--- src/rtl/uflag_pkg.sv ---
package uflag_pkg;
  localparam int FLAG_N  = 8;
  // status bit positions (software decodes these)
  localparam int F_TXE   = 7;
  localparam int F_TC    = 6;
  localparam int F_RXNE  = 5;
  localparam int F_IDLE  = 4;
  localparam int F_ORE   = 3;
  localparam int F_NOISE = 2;
  localparam int F_FRAME = 1;
  localparam int F_PAR   = 0;
  localparam logic [FLAG_N-1:0] RST_FLAGS = 8'hC0;

  // configuration bit positions
  localparam int CFG_W     = 9;
  localparam int C_PEN     = 0;
  localparam int C_PODD    = 1;
  localparam int C_NINE    = 2;
  localparam int C_IE_TXE  = 3;
  localparam int C_IE_TC   = 4;
  localparam int C_IE_RXNE = 5;
  localparam int C_IE_IDLE = 6;
  localparam int C_IE_PAR  = 7;
  localparam int C_IE_ERR  = 8;

  typedef enum logic [1:0] {
    REG_STAT = 2'd0,
    REG_DATA = 2'd1,
    REG_CFG  = 2'd2,
    REG_NONE = 2'd3
  } regSel_t;

  typedef struct packed {
    logic dataRd;
    logic dataWr;
    logic cfgWr;
    logic seqArmed;
  } busStrobe_t;
endpackage

--- src/rtl/uflag_ctrl.sv ---
module uflag_ctrl
  import uflag_pkg::*;
#(
  parameter int ADDR_W = 2
) (
  input  logic              clk,
  input  logic              rstN,
  input  logic              busSel,
  input  logic              busWr,
  input  logic [ADDR_W-1:0] busAddr,
  output busStrobe_t        strb,
  output regSel_t           rdSel
);
  localparam logic [ADDR_W-1:0] A_STAT = ADDR_W'(0);
  localparam logic [ADDR_W-1:0] A_DATA = ADDR_W'(1);
  localparam logic [ADDR_W-1:0] A_CFG  = ADDR_W'(2);

  regSel_t hitSel;
  logic    statusRd;
  logic    armQ;

  always_comb begin
    if (busAddr == A_STAT)      hitSel = REG_STAT;
    else if (busAddr == A_DATA) hitSel = REG_DATA;
    else if (busAddr == A_CFG)  hitSel = REG_CFG;
    else                        hitSel = REG_NONE;
  end

  assign statusRd = busSel && !busWr && (hitSel == REG_STAT);

  // a status read arms; every other access disarms; idle cycles hold
  always_ff @(posedge clk) begin
    if (!rstN)       armQ <= 1'b0;
    else if (busSel) armQ <= statusRd;
  end

  always_comb begin
    strb.dataRd   = busSel && !busWr && (hitSel == REG_DATA);
    strb.dataWr   = busSel &&  busWr && (hitSel == REG_DATA);
    strb.cfgWr    = busSel &&  busWr && (hitSel == REG_CFG);
    strb.seqArmed = armQ;
    rdSel         = (busSel && !busWr) ? hitSel : REG_NONE;
  end
endmodule

--- src/rtl/uflag_dpath.sv ---
module uflag_dpath
  import uflag_pkg::*;
#(
  parameter int WORD_W = 9,
  parameter int BUS_W  = 16
) (
  input  logic              clk,
  input  logic              rstN,
  input  busStrobe_t        strb,
  input  regSel_t           rdSel,
  input  logic [BUS_W-1:0]  busWdata,
  input  logic              rxValid,
  input  logic [WORD_W-1:0] rxWord,
  input  logic              rxFrameErr,
  input  logic              rxNoise,
  input  logic              lineIdle,
  input  logic              txLoad,
  input  logic              txShiftDone,
  output logic [BUS_W-1:0]  busRdata,
  output logic [WORD_W-1:0] txWord,
  output logic              txWordValid,
  output logic              irq,
  output logic [FLAG_N-1:0] flagVec,
  output logic [WORD_W-1:0] rxHeld
);
  localparam int SHORT_W = WORD_W - 1;

  logic [CFG_W-1:0]  cfgQ;
  logic [FLAG_N-1:0] flagQ, setVec, clrVec, enVec;
  logic [WORD_W-1:0] rxHoldQ, rxKeep, txHoldQ, txFmt, wrWord;
  logic              rxAccept, rxOverrun, rxXor, rxParBad, seqClr;
  logic              irqQ;
  logic              wdataUnused;

  assign wdataUnused = ^busWdata[BUS_W-1:WORD_W];
  assign wrWord      = busWdata[WORD_W-1:0];

  // receive acceptance: a read in the same cycle frees the buffer
  assign rxAccept  = rxValid && (!flagQ[F_RXNE] || strb.dataRd);
  assign rxOverrun = rxValid &&  flagQ[F_RXNE] && !strb.dataRd;
  assign rxXor     = cfgQ[C_NINE] ? ^rxWord : ^rxWord[SHORT_W-1:0];
  assign rxParBad  = cfgQ[C_PEN] && (rxXor != cfgQ[C_PODD]);
  assign rxKeep    = cfgQ[C_NINE] ? rxWord : {1'b0, rxWord[SHORT_W-1:0]};
  assign seqClr    = strb.dataRd && strb.seqArmed;

  // transmit formatting: parity bit replaces the MSB of the active length
  always_comb begin
    txFmt = wrWord;
    if (cfgQ[C_NINE]) begin
      if (cfgQ[C_PEN]) txFmt[WORD_W-1] = (^wrWord[WORD_W-2:0]) ^ cfgQ[C_PODD];
    end else begin
      txFmt[WORD_W-1] = 1'b0;
      if (cfgQ[C_PEN]) txFmt[WORD_W-2] = (^wrWord[WORD_W-3:0]) ^ cfgQ[C_PODD];
    end
  end

  always_comb begin
    setVec = '0;
    clrVec = '0;
    setVec[F_TXE]   = txLoad;
    clrVec[F_TXE]   = strb.dataWr;
    setVec[F_TC]    = txShiftDone;
    clrVec[F_TC]    = strb.dataWr && strb.seqArmed;
    setVec[F_RXNE]  = rxAccept;
    clrVec[F_RXNE]  = strb.dataRd;
    setVec[F_IDLE]  = lineIdle;
    setVec[F_ORE]   = rxOverrun;
    setVec[F_NOISE] = rxAccept && rxNoise;
    setVec[F_FRAME] = rxAccept && rxFrameErr;
    setVec[F_PAR]   = rxAccept && rxParBad;
    clrVec[F_IDLE]  = seqClr;
    clrVec[F_ORE]   = seqClr;
    clrVec[F_NOISE] = seqClr;
    clrVec[F_FRAME] = seqClr;
    clrVec[F_PAR]   = seqClr;
  end

  // one register per flag; set event has priority over clear
  for (genvar i = 0; i < FLAG_N; i++) begin : g_flag
    always_ff @(posedge clk) begin
      if (!rstN) flagQ[i] <= RST_FLAGS[i];
      else       flagQ[i] <= setVec[i] | (flagQ[i] & ~clrVec[i]);
    end
  end

  always_ff @(posedge clk) begin
    if (!rstN) begin
      cfgQ    <= '0;
      rxHoldQ <= '0;
      txHoldQ <= '0;
      irqQ    <= 1'b0;
    end else begin
      if (strb.cfgWr)  cfgQ    <= busWdata[CFG_W-1:0];
      if (rxAccept)    rxHoldQ <= rxKeep;
      if (strb.dataWr) txHoldQ <= txFmt;
      irqQ <= |(flagQ & enVec);
    end
  end

  always_comb begin
    enVec          = '0;
    enVec[F_TXE]   = cfgQ[C_IE_TXE];
    enVec[F_TC]    = cfgQ[C_IE_TC];
    enVec[F_RXNE]  = cfgQ[C_IE_RXNE];
    enVec[F_IDLE]  = cfgQ[C_IE_IDLE];
    enVec[F_PAR]   = cfgQ[C_IE_PAR];
    enVec[F_ORE]   = cfgQ[C_IE_ERR];
    enVec[F_NOISE] = cfgQ[C_IE_ERR];
    enVec[F_FRAME] = cfgQ[C_IE_ERR];
  end

  always_comb begin
    unique case (rdSel)
      REG_STAT: busRdata = BUS_W'(flagQ);
      REG_DATA: busRdata = BUS_W'(rxHoldQ);
      REG_CFG:  busRdata = BUS_W'(cfgQ);
      default:  busRdata = '0;
    endcase
  end

  assign txWord      = txHoldQ;
  assign txWordValid = !flagQ[F_TXE];
  assign irq         = irqQ;
  assign flagVec     = flagQ;
  assign rxHeld      = rxHoldQ;
endmodule

--- src/rtl/uart_flag_regs.sv ---
module uart_flag_regs
  import uflag_pkg::*;
#(
  parameter int ADDR_W = 2,
  parameter int WORD_W = 9,
  parameter int BUS_W  = 16
) (
  input  logic              clk,
  input  logic              rstN,
  input  logic              busSel,
  input  logic              busWr,
  input  logic [ADDR_W-1:0] busAddr,
  input  logic [BUS_W-1:0]  busWdata,
  output logic [BUS_W-1:0]  busRdata,
  input  logic              rxValid,
  input  logic [WORD_W-1:0] rxWord,
  input  logic              rxFrameErr,
  input  logic              rxNoise,
  input  logic              lineIdle,
  input  logic              txLoad,
  input  logic              txShiftDone,
  output logic [WORD_W-1:0] txWord,
  output logic              txWordValid,
  output logic              irq
);
  busStrobe_t        strb;
  regSel_t           rdSel;
  logic [FLAG_N-1:0] flagVec;
  logic [WORD_W-1:0] rxHeld;
  logic              seqArmed;

  assign seqArmed = strb.seqArmed;

  uflag_ctrl #(.ADDR_W(ADDR_W)) u_ctrl (
    .clk(clk), .rstN(rstN), .busSel(busSel), .busWr(busWr),
    .busAddr(busAddr), .strb(strb), .rdSel(rdSel)
  );

  uflag_dpath #(.WORD_W(WORD_W), .BUS_W(BUS_W)) u_dpath (
    .clk(clk), .rstN(rstN), .strb(strb), .rdSel(rdSel), .busWdata(busWdata),
    .rxValid(rxValid), .rxWord(rxWord), .rxFrameErr(rxFrameErr),
    .rxNoise(rxNoise), .lineIdle(lineIdle), .txLoad(txLoad),
    .txShiftDone(txShiftDone), .busRdata(busRdata), .txWord(txWord),
    .txWordValid(txWordValid), .irq(irq), .flagVec(flagVec), .rxHeld(rxHeld)
  );
endmodule

--- config.mk ---
export PLATFORM = sky130hd
export DESIGN_NAME = uart_flag_regs
export DESIGN_NICKNAME = d
export VERILOG_FILES = /design/src/rtl/uflag_pkg.sv /design/src/rtl/uflag_ctrl.sv /design/src/rtl/uflag_dpath.sv /design/src/rtl/uart_flag_regs.sv
export SDC_FILE = /design/constraint.sdc
export NUM_CORES = 1
export LEC_CHECK = 0
export ABC_AREA = 1
export ABC_CLOCK_PERIOD_IN_PS = 4100
export CORE_AREA = 2 2 56 79
export DETAILED_ROUTE_END_ITERATION = 12
export DIE_AREA = 0 0 58 81
export PLACE_DENSITY = 0.9
export SLEW_MARGIN = 20
export SYNTH_ARGS = -nofsm -noshare
export SYNTH_HDL_FRONTEND = slang
export SYNTH_HIERARCHICAL = 1
export SYNTH_SLANG_ARGS = --single-unit
--- constraint.sdc ---
create_clock -name clk -period 4.1 [get_ports clk]
set_clock_uncertainty 0.15 [all_clocks]
set_input_delay 0.615 -clock clk [delete_from_list [all_inputs] [get_ports clk]]
set_output_delay 0.615 -clock clk [all_outputs]
set_load 0.005 [all_outputs]
* Word level (Yosys, flattened, before mapping)
Cells that the tools add are included. W data, S select, Z words.
Cells by class: eq/ne operators 7, multiplexer cells 11, bitwise operators 23, reductions and logical operators 28
Operator list (count):
- $pmux W9 S3 | 1
- $reduce_xor A8 Y1 | 2
- $logic_and A1 B1 Y1 | 15
- $mux W9 | 1
- $reduce_xor A9 Y1 | 1
- $and A1 B1 Y1 | 8
- $and A8 B8 Y8 | 1
- $or A1 B1 Y1 | 8
- $reduce_or A8 Y1 | 1
- $reduce_xor A7 Y1 | 1
- $eq A2 B1 Y1 const B | 3
- $eq A2 B2 Y1 const B | 3
- $logic_not A2 Y1 | 3
- $mux W1 | 6
- $mux W2 | 3
- $logic_not A1 Y1 | 4
- $not A1 Y1 | 4
- $xor A1 B1 Y1 | 2
- $logic_or A1 B1 Y1 | 1
- $ne A1 B1 Y1 | 1
Storage, ports and cells: flip-flop bits (word level) 37, output and inout bits 27, logic and storage cells 82

* Logic depth before layout (Yosys ltp)
Gate-level depths: netlist of run 1.
depth after elaboration 10, mapped depth 12, gate-level depth less buffers 12

* Cells and area by module
The synthesis of run 1 kept the hierarchy.
Modules (own cells, without submodules):
- uflag_dpath | instances 1, cells each 273, area each 1805.5 um^2, seq. area each 720.7 um^2
- uflag_ctrl | instances 1, cells each 17, area each 106.4 um^2, seq. area each 20.0 um^2

* Worst setup path before layout of run 1
OpenSTA, ideal clock, no wires.
kind input to output, start input busSel, end output busRdata[0], arrival time 1336 ps, required time 3335 ps, path slack 1999 ps, stages 6, path buffers 0, path through inv_2 > nor2_4 > nand2_2 > nor2_1 > nand2_1 > o211ai_1
On the way: cells in the longest elaborated chain, start to end 4, elaborated cells on any way between the ends 6
RTL lines:
- start: declaration | line uart_flag_regs.sv:10 | input logic busSel,
- $logic_and A1 B1 Y1 (*) | line uflag_ctrl.sv:42 | rdSel = (busSel && !busWr) ? hitSel : REG_NONE;
- $mux W2 (*) | line uflag_ctrl.sv:42
- net rdSel[1] | line uart_flag_regs.sv:27 | regSel_t rdSel;
- $eq A2 B2 Y1 (tied with other cells) | line uflag_dpath.sv:113 | unique case (rdSel)
- $pmux W9 S3 (*) | line uflag_dpath.sv:113
- end: declaration | line uart_flag_regs.sv:14 | output logic [BUS_W-1:0] busRdata,
Mark *: on every way through the listed nets, which the timed path passes. The rest lies on a longest branch.

* Worst setup path in the final report of run 1
start input busSel, end output busRdata[2]
The elaborated chain is that of the path after synthesis.

==> results of run 1 <==
==> registers in the layout (all words and copies together) (netlist names) <==
register	count
u_dpath/txWord	9
u_dpath/cfgQ	9
u_dpath/rxHeld	9
u_dpath/irq	1
u_dpath/flagVec	8
u_ctrl/armQ	1
==> metal layers <==
metal	GRT usage	routed length, µm	vias to the layer above
met3	0.0382	279	4
met2	0.395	2460	72
met1	0.219	1810	855
met5	0	0	-
li1	-	-	1014
met4	0.109	83	0
==> cells in the final DEF (no fill, tap or decap) <==
cell type,count
a211oi_2,1
buf_4,2
conb_1,7
nand2_2,5
a21oi_1,27
o211ai_1,4
nand3b_1,1
nor2_2,1
bufinv_16,1
xor2_1,3
nor2_1,26
o21ai_0,27
inv_1,26
nor3_1,2
nand3_1,12
clkinv_4,1
xnor2_1,4
dfxtp_1,37
nand2_1,88
clkinvlp_4,1
clkdlybuf4s50_1,49
o21ai_1,1
o31ai_1,1
nor2_4,1
a41oi_1,1
clkbuf_8,5
a21oi_2,2
inv_2,5
==> power breakdown <==
group / switching (W) / leakage, nW / internal, W
Combinational: 0.0000707 / 0.752 / 0.0000637
Sequential: 0.0000113 / 0.303 / 0.000376
Clock: 0.000134 / 0.0543 / 0.000182
Total: 0.000216 / 1.11 / 0.000622
==> through the flow <==
stage	utilization	hold WS (ns)	setup slack, ns	cells
after floorplan	-	0.299	2.00	296
after global placement	0.594	0.317	0.780	378
after detailed placement	0.594	0.322	0.738	378
after CTS	0.622	0.336	0.735	386
after global routing	0.622	0.353	0.574	386
final	0.622	0.335	0.713	386
==> cells by family after synthesis <==
group | after synthesis
AND/OR/NAND/NOR | 136
AO/OA/AOI/OAI | 64
buffers and inverters | 45
other | 1
XOR/XNOR | 7
flip-flops | 37
==> how the worst max path moves through the flow <==
| stage | end | slack, ns | cells past startpoint |
|---|---|---|---|
| global route | busRdata[2] | 0.57 | 8 |
| detailed placement | busRdata[3] | 0.74 | 8 |
| global placement | busRdata[6] | 0.78 | 8 |
| floorplan | busRdata[0] | 2.00 | 6 |
| finish | busRdata[2] | 0.71 | 8 |
| CTS | busRdata[3] | 0.74 | 8 |
==> worst reg2reg max path, stage by stage (launching register included) <==
cell     delay [ns]
dfxtp_1        0.47
inv_2          0.10
nand2_1        0.07
nand2_1        0.06
inv_1          0.05
nand2_1        0.04
nand2_1        0.07
nand2_2        0.06
nand2_2        0.06
nand2_1        0.05
nand3_1        0.06
nand2_1        0.06
a21oi_2        0.11
==> layout make-up <==
| cell class | instances | area [µm²] | area share |
|---|---|---|---|
| Inverter | 31 | 116 | 0.0460 |
| Timing Repair Buffer | 51 | 505 | 0.200 |
| Tap cell | 45 | 56.3 | 0.0223 |
| Clock inverter | 3 | 46.3 | 0.0183 |
| Clock buffer | 5 | 68.8 | 0.0272 |
| Multi-Input combinational cell | 214 | 993 | 0.393 |
| Sequential cell | 37 | 741 | 0.293 |
==> flow_metrics.tcl, run 1 <==
set metrics [dict create \
    drt_first_pass_iters 4 \
    avgSynthCellArea_um2 6.59 \
    synth_top_area_share 0.387 \
    synth_cell_types 25 \
    yosys.area_share.adder 0 \
    antenna-diode-count 0 \
    start_util 0.470 \
    worst_setup_path_start_kind "input port" \
    die_w_um 58 \
    numPortBuffers 49 \
    synth_compound_area_frac 0.184 \
    whs_path_depth 2 \
    critical_path_class "in -> out" \
    wl_per_cell_um 12.0 \
    final_antenna_net_count 0 \
    period_share 0.826 \
    crit_top_cell "clkdlybuf4s50_1" \
    yosysTopAreaCell "dfxtp_1" \
    drt_iter0_drc 67 \
    coreArea_mm2 0.00406 \
    ctsHtreeMaxLevel 2 \
    areaGrowthSynthToFinish_pct 32.2 \
    hold_viol 0 \
    setup_viol 0 \
    postCtsSetupBuffers 0 \
    grt_pass1_wl_mm 7.58 \
    worstHoldStart "u_dpath/txWord[7]" \
    tritoncts "done" \
    outcome "completed" \
    antenna_found_initial 0 \
    cts_buffers 5 \
    clk_pin_slew_worst_paths_ns 0.07 \
    cts_resized 0 \
    endpoint_kind "output port" \
    cts_hold_buf 0 \
    drive_above_1_share 0.0733 \
    totalWireLength_mm 4.63 \
    fin_setup_tns_ns 0 \
    r2r-start "u_dpath/cfgQ[1]" \
    ys_seq_area_frac 0.387 \
    viasPerCell 5.04 \
    drc_errors 0 \
    ys_ff_latch 37 \
    fp.dieH_um 81 \
    tightest_slew_ns 0.816 \
    leakagePower_nw 1.11 \
    design.die.area_mm2 0.00470 \
    synth_common_cells "88 x nand2_1, 37 x dfxtp_1, 27 x a21oi_1, 27 x o21ai_0" \
    max_cap_violations 0 \
    numClockSinks 37 \
    grtUsageTotal 0.211 \
    rsz0062_at_grt "false" \
    insertion_delay_ns 0.29 \
    fmax_mhz 295 \
    synth-async-reset-ratio 0 \
    vdd_drop_max_uv 357 \
    ys_warn_count 6 \
    ys_top_cells_by_area "dfxtp_1 39%, nand2_1 17%, a21oi_1 7.1%" \
    crit_arrival_ns 2.62 \
    rows 28 \
    crit_buf_inv 3 \
    synth_top_family_by_area "simple AND/OR/NAND/NOR gates" \
    syn-cell-area_mm2 0.00191 \
    path_cells "clkdlybuf4s50_1, inv_2, nor2_4, nand2_2, nor2_1, nand2_1, o211ai_1, clkdlybuf4s50_1" \
    power_w 0.000838 \
    grt_overflow 0 \
    cts_root_buf "clkbuf_8" \
    synthXorXnorAreaFrac 0.0321 \
    num_vias 1945 \
    cpMaxStageDelayCell "clkdlybuf4s50_1" \
    critPathRequiredTime_ns 3.34 \
    drv_slew 0 \
    place_area_mm2 0.00241 \
    synth.most_common_cell "nand2_1" \
    min_to "u_dpath/txWord[7]" \
    synth_cells 290 \
    p_per_area_mw_per_mm2 331 \
    fillerInstances 364 \
    period_needed_ns 3.39 \
    startpoint "busSel" \
    reg2reg_to "u_dpath/txWord[8]" \
    r2r_setup_slack_ns 2.61 \
    hp-class "reg -> reg" \
    gp_congestion 0.844 \
    grt_max_degree 29 \
    dp_hpwl_mm 3.52 \
    synthMuxAreaShare 0 \
    slew_headroom 0.455 \
    path_delay_family "buffers and inverters" \
    grt_pass1_vias 1804 \
    cp_max_fo 9 \
    synth_edf_count 0 \
    final_cell_area_mm2 0.00253 \
    r2r_cells 12 \
    ys.flop_type "dfxtp_1" \
    synthSimpleGateAreaFrac 0.290 \
    pin_count 64 \
    clock_path_buffers 2 \
    slowest_delay_ns 0.53 \
    fin_nets 377 \
]
Power figures use the tool's default switching activity.
==> run 2, diff against run 1 <==
--- a/config.mk
+++ b/config.mk
@@ -6,11 +6,11 @@
 export NUM_CORES = 1
 export LEC_CHECK = 0
 export ABC_AREA = 1
-export ABC_CLOCK_PERIOD_IN_PS = 4100
-export CORE_AREA = 2 2 56 79
+export ABC_CLOCK_PERIOD_IN_PS = 3400
+export CORE_AREA = 2 2 59 83
 export DETAILED_ROUTE_END_ITERATION = 12
-export DIE_AREA = 0 0 58 81
-export PLACE_DENSITY = 0.9
+export DIE_AREA = 0 0 61 85
+export PLACE_DENSITY = 0.83
 export SLEW_MARGIN = 20
 export SYNTH_ARGS = -nofsm -noshare
 export SYNTH_HDL_FRONTEND = slang
==> constraint.sdc (replaced) <==
create_clock -name clk -period 3.4 [get_ports clk]
set_clock_uncertainty 0.15 [all_clocks]
set_input_delay 0.51 -clock clk [delete_from_list [all_inputs] [get_ports clk]]
set_output_delay 0.51 -clock clk [all_outputs]
set_load 0.005 [all_outputs]
==> run 2 against run 1 <==
Worst setup slack got worse by 0.25 ns; core utilization fell by 5.1 points; global-route usage fell by 0.90 points; count of clock-buffer cells in the layout did not move; die area rose by 10%; wire length rose by 1.7%; via count rose by 2.0%; total power rose by 13%; critical path depth rose by 1; register-to-register slack got worse by 0.69 ns.
==> flow_metrics.tcl, run 2 (synthesis gave the netlist of run 1 again) <==
set metrics [dict create \
    grt_overflow 0 \
    postCtsSetupBuffers 0 \
    pin_count 64 \
    grt_max_degree 19 \
    final_antenna_net_count 0 \
    rsz0062_at_grt "false" \
    path_delay_family "buffers and inverters" \
    dp_cells 398 \
    clk_pin_slew_worst_paths_ns 0.07 \
    instances_no_fill 406 \
    grt_pass1_wl_mm 8.07 \
    fin_nets 380 \
    slew_headroom 0.648 \
    fp.dieH_um 85 \
    numPortBuffers 49 \
    insertion_delay_ns 0.29 \
    vdd_drop_max_uv 281 \
    drv_slew 0 \
    tritoncts "done" \
    worst_setup_path_start_kind "input port" \
    gp_congestion 0.882 \
    crit_top_cell "clkdlybuf4s50_1" \
    wl_per_cell_um 11.6 \
    drc_errors 0 \
    clock_path_buffers 2 \
    critPathRequiredTime_ns 2.74 \
    tightest_slew_ns 0.525 \
    final_cell_mix "88 x nand2_1, 49 x clkdlybuf4s50_1, 37 x dfxtp_1" \
    totalWireLength_mm 4.71 \
    hp-class "reg -> reg" \
    cts_root_buf "clkbuf_8" \
    antenna-diode-count 0 \
    cpMaxStageDelayCell "clkdlybuf4s50_1" \
    ctsHtreeMaxLevel 2 \
    outcome "completed" \
    fin_util 0.571 \
    drt_iter0_drc 93 \
    slowest_delay_ns 0.54 \
    cts_hold_buf 0 \
    endpoint_kind "output port" \
    fin_setup_tns_ns 0 \
    regArea_um2 741 \
    period_share 0.862 \
    crit_buf_inv 4 \
    leakagePower_nw 1.11 \
    num_vias 1983 \
    multi_input_area_um2 993 \
    p_comb_frac 0.174 \
    dp_hpwl_mm 3.73 \
    start_util 0.428 \
    setup_viol 0 \
    r2r-start "u_dpath/cfgQ[1]" \
    place_area_mm2 0.00246 \
    crit_arrival_ns 2.27 \
    path_cells "clkdlybuf4s50_1, inv_2, nor2_4, nand2_2, nor2_1, buf_4, nand2_1, o211ai_1, clkdlybuf4s50_1" \
    fmax_mhz 341 \
    period_needed_ns 2.93 \
    fillerInstances 432 \
    rows 29 \
    clockPowerShare 0.331 \
    areaGrowthSynthToFinish_pct 33.2 \
    max_cap_violations 0 \
    worstHoldStart "u_dpath/txWord[7]" \
    startpoint "busSel" \
    power_w 0.000943 \
    p_seq_frac 0.495 \
    coreArea_mm2 0.00446 \
    power_switching_w 0.000266 \
    drive_above_1_share 0.0814 \
    design.die.area_mm2 0.00519 \
    critical_path_class "in -> out" \
    die_w_um 61 \
    cp_max_fo 9 \
    p_int_w 0.000677 \
    numClockSinks 37 \
    grt_pass1_vias 1910 \
    cts_buffers 5 \
    final_cell_area_mm2 0.00255 \
    viasPerCell 4.88 \
    final_common_cell "nand2_1" \
    hold_viol 0 \
    switching_share 0.282 \
    p_per_area_mw_per_mm2 371 \
    antenna_found_initial 0 \
    grtUsageTotal 0.202 \
    cts_resized 0 \
    drt_first_pass_iters 5 \
]
-- run 2: changes by cell type in the layout (fill, tap and decap cells not counted) --
cell	delta
clkinv_2	+1
inv_6	+1
buf_4	+3
clkinv_4	-1
bufinv_16	-1
-- run 2: layout make-up --
cell class              instances  area share
multi-input cells             214       0.390
repair buffers                 54       0.207
well taps                      62      0.0305
inverters                      31      0.0457
flip-flops and latches         37       0.291
clock inverters                 3     0.00835
clock buffers                   5      0.0270
-- run 2: stage by stage --
step | setup WS [ns] | hold WS (ns)
floorplan | 1.51 | 0.299
global placement | 0.491 | 0.316
detailed placement | 0.481 | 0.324
CTS | 0.457 | 0.335
global route | 0.304 | 0.368
finish | 0.468 | 0.338
-- run 2: final timing paths --
check                      endpoint  depth (start not counted)  slack, ns
setup / recovery        busRdata[3]                          9       0.47
hold / removal    u_dpath/txWord[7]                          2       0.34
setup reg to reg  u_dpath/txWord[8]                         12       1.92
hold reg to reg   u_dpath/txWord[7]                          2       0.34
-- run 2: power groups by stage --
stage / Sequential (W) / Combinational (W) / Clock, W
final: 0.000467 / 0.000164 / 0.000312
after global routing: 0.000470 / 0.000186 / 0.000338
after floorplan: 0.000474 / 0.0000945 / 0
after detailed placement: 0.000477 / 0.000163 / 0
after global placement: 0.000477 / 0.000159 / 0
after CTS: 0.000467 / 0.000164 / 0.000315
-- run 2: metal layers --
| metal | wire (µm) | vias to the layer above | global-route usage |
|---|---|---|---|
| met2 | 2500 | 56 | 0.357 |
| met3 | 209 | 10 | 0.0320 |
| met1 | 1890 | 902 | 0.231 |
| met5 | 0 | - | 0 |
| met4 | 113 | 0 | 0.0870 |
| li1 | - | 1015 | - |
-- run 2: tightest hold or removal path, delay by kind of cell (launching register included) --
kind	cells	cell delay (ns)
flip-flops	1	0.33
AND/OR/NAND/NOR	1	0.06
AO/OA/AOI/OAI	1	0.06
